**src/rtl/pp_pkg.sv**
```systemverilog
package pp_pkg;

  typedef enum logic [1:0] {
    MODE_TEST_A = 2'b00,
    MODE_NORMAL = 2'b01,
    MODE_TEST_B = 2'b10,
    MODE_TEST_C = 2'b11
  } pp_mode_e;

  typedef enum logic [1:0] {
    SRC_A = 2'd0,
    SRC_B = 2'd1,
    SRC_C = 2'd2
  } pp_stage_e;

  typedef enum logic [1:0] {
    OP_ADD  = 2'd0,
    OP_XOR  = 2'd1,
    OP_ROTX = 2'd2
  } pp_op_e;

  // Routing decision for one mode: which stages sit on the active path,
  // which take their input from the primary inputs, and which one drives
  // the primary outputs.
  typedef struct packed {
    logic      a_on;
    logic      b_on;
    logic      c_on;
    logic      b_from_pi;
    logic      c_from_pi;
    pp_stage_e po_sel;
  } pp_route_t;

endpackage

```
**src/rtl/pp_route_decode.sv**
```systemverilog
module pp_route_decode
  import pp_pkg::*;
#(
  parameter bit REDUCED = 1'b0
) (
  input  logic [1:0] mode,
  output pp_route_t  route
);

  generate
    if (REDUCED) begin : g_half
      // Two steering points only: in front of and behind the middle stage.
      always_comb begin
        route = '{a_on: 1'b1, b_on: 1'b1, c_on: 1'b1,
                  b_from_pi: 1'b0, c_from_pi: 1'b0, po_sel: SRC_C};
        unique case (pp_mode_e'(mode))
          MODE_NORMAL: ;
          MODE_TEST_A: begin
            route.c_on   = 1'b0;
            route.po_sel = SRC_B;
          end
          MODE_TEST_B: begin
            route.a_on      = 1'b0;
            route.c_on      = 1'b0;
            route.b_from_pi = 1'b1;
            route.po_sel    = SRC_B;
          end
          MODE_TEST_C: begin
            route.a_on      = 1'b0;
            route.b_from_pi = 1'b1;
          end
          default: ;
        endcase
      end
    end else begin : g_full
      always_comb begin
        route = '{a_on: 1'b1, b_on: 1'b1, c_on: 1'b1,
                  b_from_pi: 1'b0, c_from_pi: 1'b0, po_sel: SRC_C};
        unique case (pp_mode_e'(mode))
          MODE_NORMAL: ;
          MODE_TEST_A: begin
            route.b_on   = 1'b0;
            route.c_on   = 1'b0;
            route.po_sel = SRC_A;
          end
          MODE_TEST_B: begin
            route.a_on      = 1'b0;
            route.c_on      = 1'b0;
            route.b_from_pi = 1'b1;
            route.po_sel    = SRC_B;
          end
          MODE_TEST_C: begin
            route.a_on      = 1'b0;
            route.b_on      = 1'b0;
            route.c_from_pi = 1'b1;
          end
          default: ;
        endcase
      end
    end
  endgenerate

endmodule

```
**src/rtl/pp_stage.sv**
```systemverilog
module pp_stage
  import pp_pkg::*;
#(
  parameter int           W  = 8,
  parameter pp_op_e       OP = OP_ADD,
  parameter logic [W-1:0] K  = '0
) (
  input  logic         clk,
  input  logic         rst,
  input  logic         up_valid,
  output logic         up_ready,
  input  logic [W-1:0] up_data,
  output logic         dn_valid,
  input  logic         dn_ready,
  output logic [W-1:0] dn_data
);

  logic [W-1:0] f_val;
  logic         vld_q;
  logic [W-1:0] dat_q;

  generate
    if (OP == OP_ADD) begin : g_add
      assign f_val = up_data + K;
    end else if (OP == OP_XOR) begin : g_xor
      assign f_val = up_data ^ K;
    end else begin : g_rotx
      assign f_val = {up_data[W-2:0], up_data[W-1]} ^ K;
    end
  endgenerate

  assign up_ready = !vld_q || dn_ready;
  assign dn_valid = vld_q;
  assign dn_data  = dat_q;

  always_ff @(posedge clk) begin
    if (rst) begin
      vld_q <= 1'b0;
      dat_q <= '0;
    end else if (up_valid && up_ready) begin
      vld_q <= 1'b1;
      dat_q <= f_val;
    end else if (dn_ready) begin
      vld_q <= 1'b0;
    end
  end

endmodule

```
**src/rtl/pp_out_sel.sv**
```systemverilog
module pp_out_sel
  import pp_pkg::*;
#(
  parameter int W    = 8,
  parameter int NSTG = 3
) (
  input  pp_stage_e       sel,
  input  logic [NSTG-1:0] stg_valid,
  input  logic [W-1:0]    stg_data [NSTG],
  output logic            out_valid,
  output logic [W-1:0]    out_data
);

  always_comb begin
    out_valid = 1'b0;
    out_data  = '0;
    for (int k = 0; k < NSTG; k++) begin
      if (sel == pp_stage_e'(k)) begin
        out_valid = stg_valid[k];
        out_data  = stg_data[k];
      end
    end
  end

endmodule

```
**src/rtl/pipe_partition_wrap.sv**
```systemverilog
module pipe_partition_wrap
  import pp_pkg::*;
#(
  parameter int           W       = 8,
  parameter bit           REDUCED = 1'b0,
  parameter logic [W-1:0] ADD_A   = 'h11,
  parameter logic [W-1:0] MASK_B  = 'h5A,
  parameter logic [W-1:0] MIX_C   = 'h0F
) (
  input  logic         clk,
  input  logic         rst,
  input  logic [1:0]   mode,
  input  logic         in_valid,
  output logic         in_ready,
  input  logic [W-1:0] in_data,
  output logic         out_valid,
  input  logic         out_ready,
  output logic [W-1:0] out_data
);

  localparam int NSTG = 3;

  pp_route_t         rt;
  logic [NSTG-1:0]   s_on;
  logic [NSTG-1:0]   s_from_pi;
  logic [NSTG-1:0]   s_up_v;
  logic [NSTG-1:0]   s_up_r;
  logic [NSTG-1:0]   s_dn_v;
  logic [NSTG-1:0]   s_dn_r;
  logic [W-1:0]      s_up_d [NSTG];
  logic [W-1:0]      s_dn_d [NSTG];

  pp_route_decode #(.REDUCED(REDUCED)) dec_i (
    .mode  (mode),
    .route (rt)
  );

  assign s_on      = {rt.c_on, rt.b_on, rt.a_on};
  assign s_from_pi = {rt.c_from_pi, rt.b_from_pi, 1'b1};

  generate
    for (genvar k = 0; k < NSTG; k++) begin : g_stg
      localparam pp_op_e       OPK = (k == 0) ? OP_ADD : (k == 1) ? OP_XOR : OP_ROTX;
      localparam logic [W-1:0] KK  = (k == 0) ? ADD_A : (k == 1) ? MASK_B : MIX_C;

      logic         chain_v;
      logic [W-1:0] chain_d;
      logic         next_take;

      if (k == 0) begin : g_head
        assign chain_v = 1'b0;
        assign chain_d = '0;
      end else begin : g_link
        assign chain_v = s_dn_v[k-1];
        assign chain_d = s_dn_d[k-1];
      end

      if (k == NSTG - 1) begin : g_last
        assign next_take = 1'b0;
      end else begin : g_mid
        assign next_take = s_on[k+1] && !s_from_pi[k+1] && s_up_r[k+1];
      end

      // Off-path stages see no input traffic and no drain: they hold.
      assign s_up_v[k] = s_on[k] && (s_from_pi[k] ? in_valid : chain_v);
      assign s_up_d[k] = s_from_pi[k] ? in_data : chain_d;
      assign s_dn_r[k] = s_on[k] && ((rt.po_sel == pp_stage_e'(k)) ? out_ready : next_take);

      pp_stage #(.W(W), .OP(OPK), .K(KK)) stg_i (
        .clk      (clk),
        .rst      (rst),
        .up_valid (s_up_v[k]),
        .up_ready (s_up_r[k]),
        .up_data  (s_up_d[k]),
        .dn_valid (s_dn_v[k]),
        .dn_ready (s_dn_r[k]),
        .dn_data  (s_dn_d[k])
      );
    end
  endgenerate

  assign in_ready = |(s_on & s_from_pi & s_up_r);

  pp_out_sel #(.W(W), .NSTG(NSTG)) osel_i (
    .sel       (rt.po_sel),
    .stg_valid (s_dn_v),
    .stg_data  (s_dn_d),
    .out_valid (out_valid),
    .out_data  (out_data)
  );

endmodule

```
**config.mk**
```make
export PLATFORM = sky130hd
export DESIGN_NAME = pipe_partition_wrap
export DESIGN_NICKNAME = d
export VERILOG_FILES = /design/src/rtl/pp_pkg.sv /design/src/rtl/pp_route_decode.sv /design/src/rtl/pp_stage.sv /design/src/rtl/pp_out_sel.sv /design/src/rtl/pipe_partition_wrap.sv
export SDC_FILE = /design/constraint.sdc
export NUM_CORES = 1
export LEC_CHECK = 0
export ABC_AREA = 0
export BUFFER_PORTS_ARGS = -buffer_cell sky130_fd_sc_hd__clkbuf_2
export CELL_PAD_IN_SITES_DETAIL_PLACEMENT = 1
export CELL_PAD_IN_SITES_GLOBAL_PLACEMENT = 2
export CORE_ASPECT_RATIO = 1.2
export CORE_MARGIN = 4
export CORE_UTILIZATION = 34
export CTS_BUF_LIST = sky130_fd_sc_hd__clkbuf_4
export CTS_CLUSTER_SIZE = 40
export DETAILED_ROUTE_END_ITERATION = 8
export GPL_TIMING_DRIVEN = 0
export HOLD_SLACK_MARGIN = 0.02
export PLACE_DENSITY_LB_ADDON = 0.1
export SYNTH_ARGS = -nofsm -noshare
export SYNTH_HDL_FRONTEND = slang
export SYNTH_HIERARCHICAL = 1
export SYNTH_SLANG_ARGS = --single-unit
export TNS_END_PERCENT = 20
```
**constraint.sdc**
```tcl
create_clock -name clk -period 3.51 [get_ports clk]
set_input_delay 0.702 -clock clk [delete_from_list [all_inputs] [get_ports clk]]
set_output_delay 0.702 -clock clk [all_outputs]
set_load 0.005 [all_outputs]
```
# --- Word level (Yosys, flattened, before mapping) ---
# Index checks and enable logic that the tools add are counted.
classes:
  add_sub_neg: 1
  eq_ne: 4
  mux: 25
  n_bitwise: 4
  reduce_logical: 30
ops:
  columns: ["operator", "count"]
  rows:
  - ["$mux 8", 5]
  - ["$mux 1", 19]
  - ["$logic_and 1x1->1", 13]
  - ["$add 8x5->8 const B", 1]
  - ["$not 4->4", 2]
  - ["$and 3x3->3", 2]
  - ["$eq 2x2->1 const B", 3]
  - ["$reduce_bool 2->1", 3]
  - ["$reduce_or 2->1", 3]
  - ["$logic_not 1->1", 5]
  - ["$logic_not 2->1", 2]
  - ["$pmux 2 s2", 1]
  - ["$logic_or 1x1->1", 3]
  - ["$reduce_or 3->1", 1]
  - ["$eq 2x1->1 const B", 1]
word_totals:
  regBits: 27
  inputBits: 14
  output_inout_bits: 10
  wordCells: 70

# --- Logic depth before layout (Yosys ltp) ---
depth:
  ltp_word: 16
  ltp_mapped: 17
  depth_no_buf: 14

# --- Hierarchy ---
# Netlist, hierarchy kept.
modules_own_cells:
  columns: ["module", "n_inst", "cells_each", "area_each_um2", "seq_area_each_um2"]
  rows:
  - ["pp_stage (g_stg[1].stg_i ...)", 2, 36, 402.9, 180.2]
  - ["pp_stage (g_stg[0].stg_i)", 1, 49, 441.7, 180.2]
  - ["pipe_partition_wrap", 1, 35, 324.1, 0.0]
  - ["pp_out_sel", 1, 22, 220.2, 0.0]
  - ["pp_route_decode", 1, 10, 80.1, 0.0]

# --- Worst setup path after synthesis ---
# OpenSTA, ideal clock, no wires.
synth_timing:
  path_kind: "input -> output"
  startpoint: "in mode[0]"
  endpoint: "out in_ready"
  arrival_time_ps: 2925
  required_ps: 2808
  slack_ps: -117
  stages: 17
  path_buffers: 3
  cell_sequence: "inv_1 > ha_1 > nor2_1 > buf_4 > and4b_1 > nand2b_4 > buf_6 > nand4b_1 > mux2i_1 > nand2b_4 > buf_6 > nand4b_1 > mux2i_1 > nor2b_1 > clkinv_1 > a32oi_1 > nand2_1"
synth_rtl:
  columns: ["element", "line", "text"]
  rows:
  - ["from (decl)", "pipe_partition_wrap.sv:12", "input logic [1:0] mode,"]
  - ["to (decl)", "pipe_partition_wrap.sv:14", "output logic in_ready,"]

==> flow_summary.json <==
{
  "status": "completed",
  "grt_overflow_total": 0,
  "place_congestion": 0.7389,
  "htree_levels": 1,
  "setup_slack_ps": 205.8,
  "clock_skew_ps": 18.43,
  "cp-end-kind": "output port",
  "slew_headroom_pct": 63.88,
  "dieArea_sq_um": 6761,
  "cp.arrival_ps": 2600,
  "synth-main-ff-cell": "dfxtp_1",
  "detail_route.wl_per_cell_um": 18.31,
  "synth.net_count": 207,
  "fin_util_pct": 43.08,
  "place_ws_ps": -631.5,
  "clk_path_buf_depth": 2,
  "drt_iter0_markers": 48,
  "grt_max_degree": 15,
  "yosys_warnings": 6,
  "report.final.slew_viol_count": 0,
  "syn-cell-area_sq_um": 1872,
  "async_reset_ff_share_pct": 0,
  "hold_viol_final": 0,
  "crit_start": "mode[0]",
  "fill_cells": 607,
  "dpl.hpwl_mm": 4.193,
  "period_share_pct": 94.14,
  "ioPinCount": 24,
  "row_count": 29,
  "ys_seq_area_share_pct": 28.88,
  "avgSynthCellArea_sq_um": 9.956,
  "synth_cell_types": 42,
  "initial_core_util_pct": 35.33,
  "cts_tree": "yes",
  "synth_top_area_share_pct": 28.88,
  "path_class": "primary input to output port",
  "synth_cells": 188,
  "worstPathMaxFanout": 4,
  "cts_buffers": 3,
  "grt_pass1_vias": 1690,
  "hold_path_startpoint": "g_stg[0].stg_i/dn_data[4]",
  "cts_sinks": 27,
  "syn2layout_area_growth_pct": 21.93,
  "p_leak_uw": 0.0008618,
  "tns_ps": 0,
  "antenna_found_initial": 0,
  "max_cap_violations": 0,
  "yosysMostFrequentCell": "dfxtp_1",
  "tightest_slew_ps": 541.8,
  "ys_ff_latch": 27,
  "vias": 1565,
  "multiInputGateArea_sq_um": 1216,
  "fp.dieW_um": 75.73,
  "synth.area.top_cells": "dfxtp_1 (29%), mux2_2 (9.6%), mux2i_1 (7.0%)",
  "ant_nets": 0,
  "synthTopCellsByCount": "dfxtp_1 (27), a21oi_1 (18), mux2_2 (16)",
  "cp-start-kind": "primary input",
  "rsz0062_at_grt": "no",
  "powerDensity_nw_per_um2": 319.4,
  "fmax_mhz": 302.6,
  "dieHeight_um": 89.28,
  "holdBufCountCts": 0,
  "fin_nets": 248,
  "io_buffers": 22,
  "crit_required_ps": 2810,
  "layout.cells.non_filler": 290,
  "min_period_ps": 3304,
  "path_clk_slew_ps": 160,
  "holdWs_ps": 522.5,
  "max-vdd-ir-drop_mv": 0.1496,
  "synth_edf_count": 0,
  "synth_top_area_cell": "dfxtp_1",
  "grt_pass1_wl_mm": 8.611,
  "diodes": 0,
  "first_pass_iters": 4,
  "reg2reg_from": "g_stg[2].stg_i/dn_valid",
  "routed_wl_mm": 5.310,
  "via_per_inst": 5.397,
  "reg2reg_slack_ps": 1390,
  "dp_cells": 272,
  "clk_latency_ps": 340,
  "clockRootBuffer": "clkbuf_4",
  "drive_gt1_share_pct": 46.49,
  "seq_area_sq_um": 540.5,
  "grt.total_usage_pct": 16.75,
  "min_path_type": "register to register",
  "post-route-drc-count": 0,
  "setup_violations": 0,
  "core_area_sq_um": 5298
}
-- power by group --
group | total, uW | internal [uW] | leakage [uW] | switching [uW]
Sequential | 345 | 327 | 0.000221 | 18.4
Clock | 148 | 52.3 | 0.0000184 | 95.9
Combinational | 235 | 117 | 0.000623 | 118
Total | 729 | 496 | 0.000862 | 233
-- cell families (layout without fill, tap and decap cells) --
logic type / after synthesis / after routing / share of synthesized area [%]
AOI/OAI and AO/OA: 65 / 65 / 28.48
muxes: 29 / 29 / 16.58
buffers and inverters: 22 / 62 / 8.689
adders and majority gates: 5 / 5 / 3.342
DFF: 27 / 27 / 28.88
and+or+nand+nor: 37 / 37 / 12.63
xor gates and xnor gates: 3 / 3 / 1.404
-- stage by stage --
step                      total power, uW  cell area, sq um
after global routing                775.0              2282
after CTS                           736.7              2252
final                               729.0              2282
after global placement              553.4              2066
after floorplan                     497.5              1878
after detailed placement            562.1              2066
-- cells in the final DEF, fill, tap and decap left out, drive strengths merged --
| cell | instances |
|---|---|
| buf | 30 |
| dfxtp | 27 |
| a21oi | 26 |
| clkbuf | 25 |
| mux2 | 16 |
| mux2i | 13 |
| nand3 | 11 |
| a211oi | 11 |
| o2bb2ai | 10 |
| a21bo | 8 |
| inv | 6 |
| nor2b | 5 |
| ha | 5 |
| nand2 | 4 |
| o21ai | 4 |
| nor2 | 4 |
| nand2b | 3 |
| and2 | 3 |
| nand4b | 2 |
| xnor2 | 2 |
| or3 | 2 |
| a311oi | 2 |
| and4b | 1 |
| a32oi | 1 |
| clkinv | 1 |
| a31oi | 1 |
| a41oi | 1 |
| nor3 | 1 |
| and4 | 1 |
| o211ai | 1 |
| xor2 | 1 |
-- registers in the layout, indices dropped and copies added, names as in the netlist --
register              cells
g_stg.stg_i/dn_valid      3
g_stg.stg_i/dn_data      24
-- layout make-up --
cell class	count	area share, %
buffer	13	5.154
clock buffer	4	1.316
inverter	7	1.809
multi-input combinational	139	53.29
sequential	27	23.68
tap	62	3.399
timing repair buffer	38	11.35
-- repair_timing --
item | 4_1_cts | 5_1_grt
resized for setup | 18 | 7
setup buffers | 11 | 5
endpoints found under the setup margin | 1 | 1
gates cloned | 0 | 0
pin swaps | 7 | 7
-- per-layer routing --
layer	share of wire, %	track usage [%]
met5	0	0
met4	0.45	2.067
met3	2.1	2.812
met2	51	29.54
met1	46	21.84
-- path summary, 6_finish.rpt --
path | endpoint | cells after the start
setup reg to reg | g_stg[0].stg_i/dn_data[7] | 11
hold reg to reg | g_stg[0].stg_i/dn_data[4] | 2
hold / removal | g_stg[0].stg_i/dn_data[4] | 2
setup / recovery | in_ready | 17
-- critical path, cell delays in order --
cell      delay (ps)
buf_8            110
inv_8             60
ha_4             140
nor2_4            40
buf_6            110
and4b_1          180
nand2b_4         150
nand4b_1          90
mux2i_1           70
nand2b_4         150
nand4b_1          80
mux2i_1           80
nor2b_2          200
clkinv_4          70
a32oi_1          160
nand2_1           70
buf_2            120
Power figures use the tool's default switching activity.
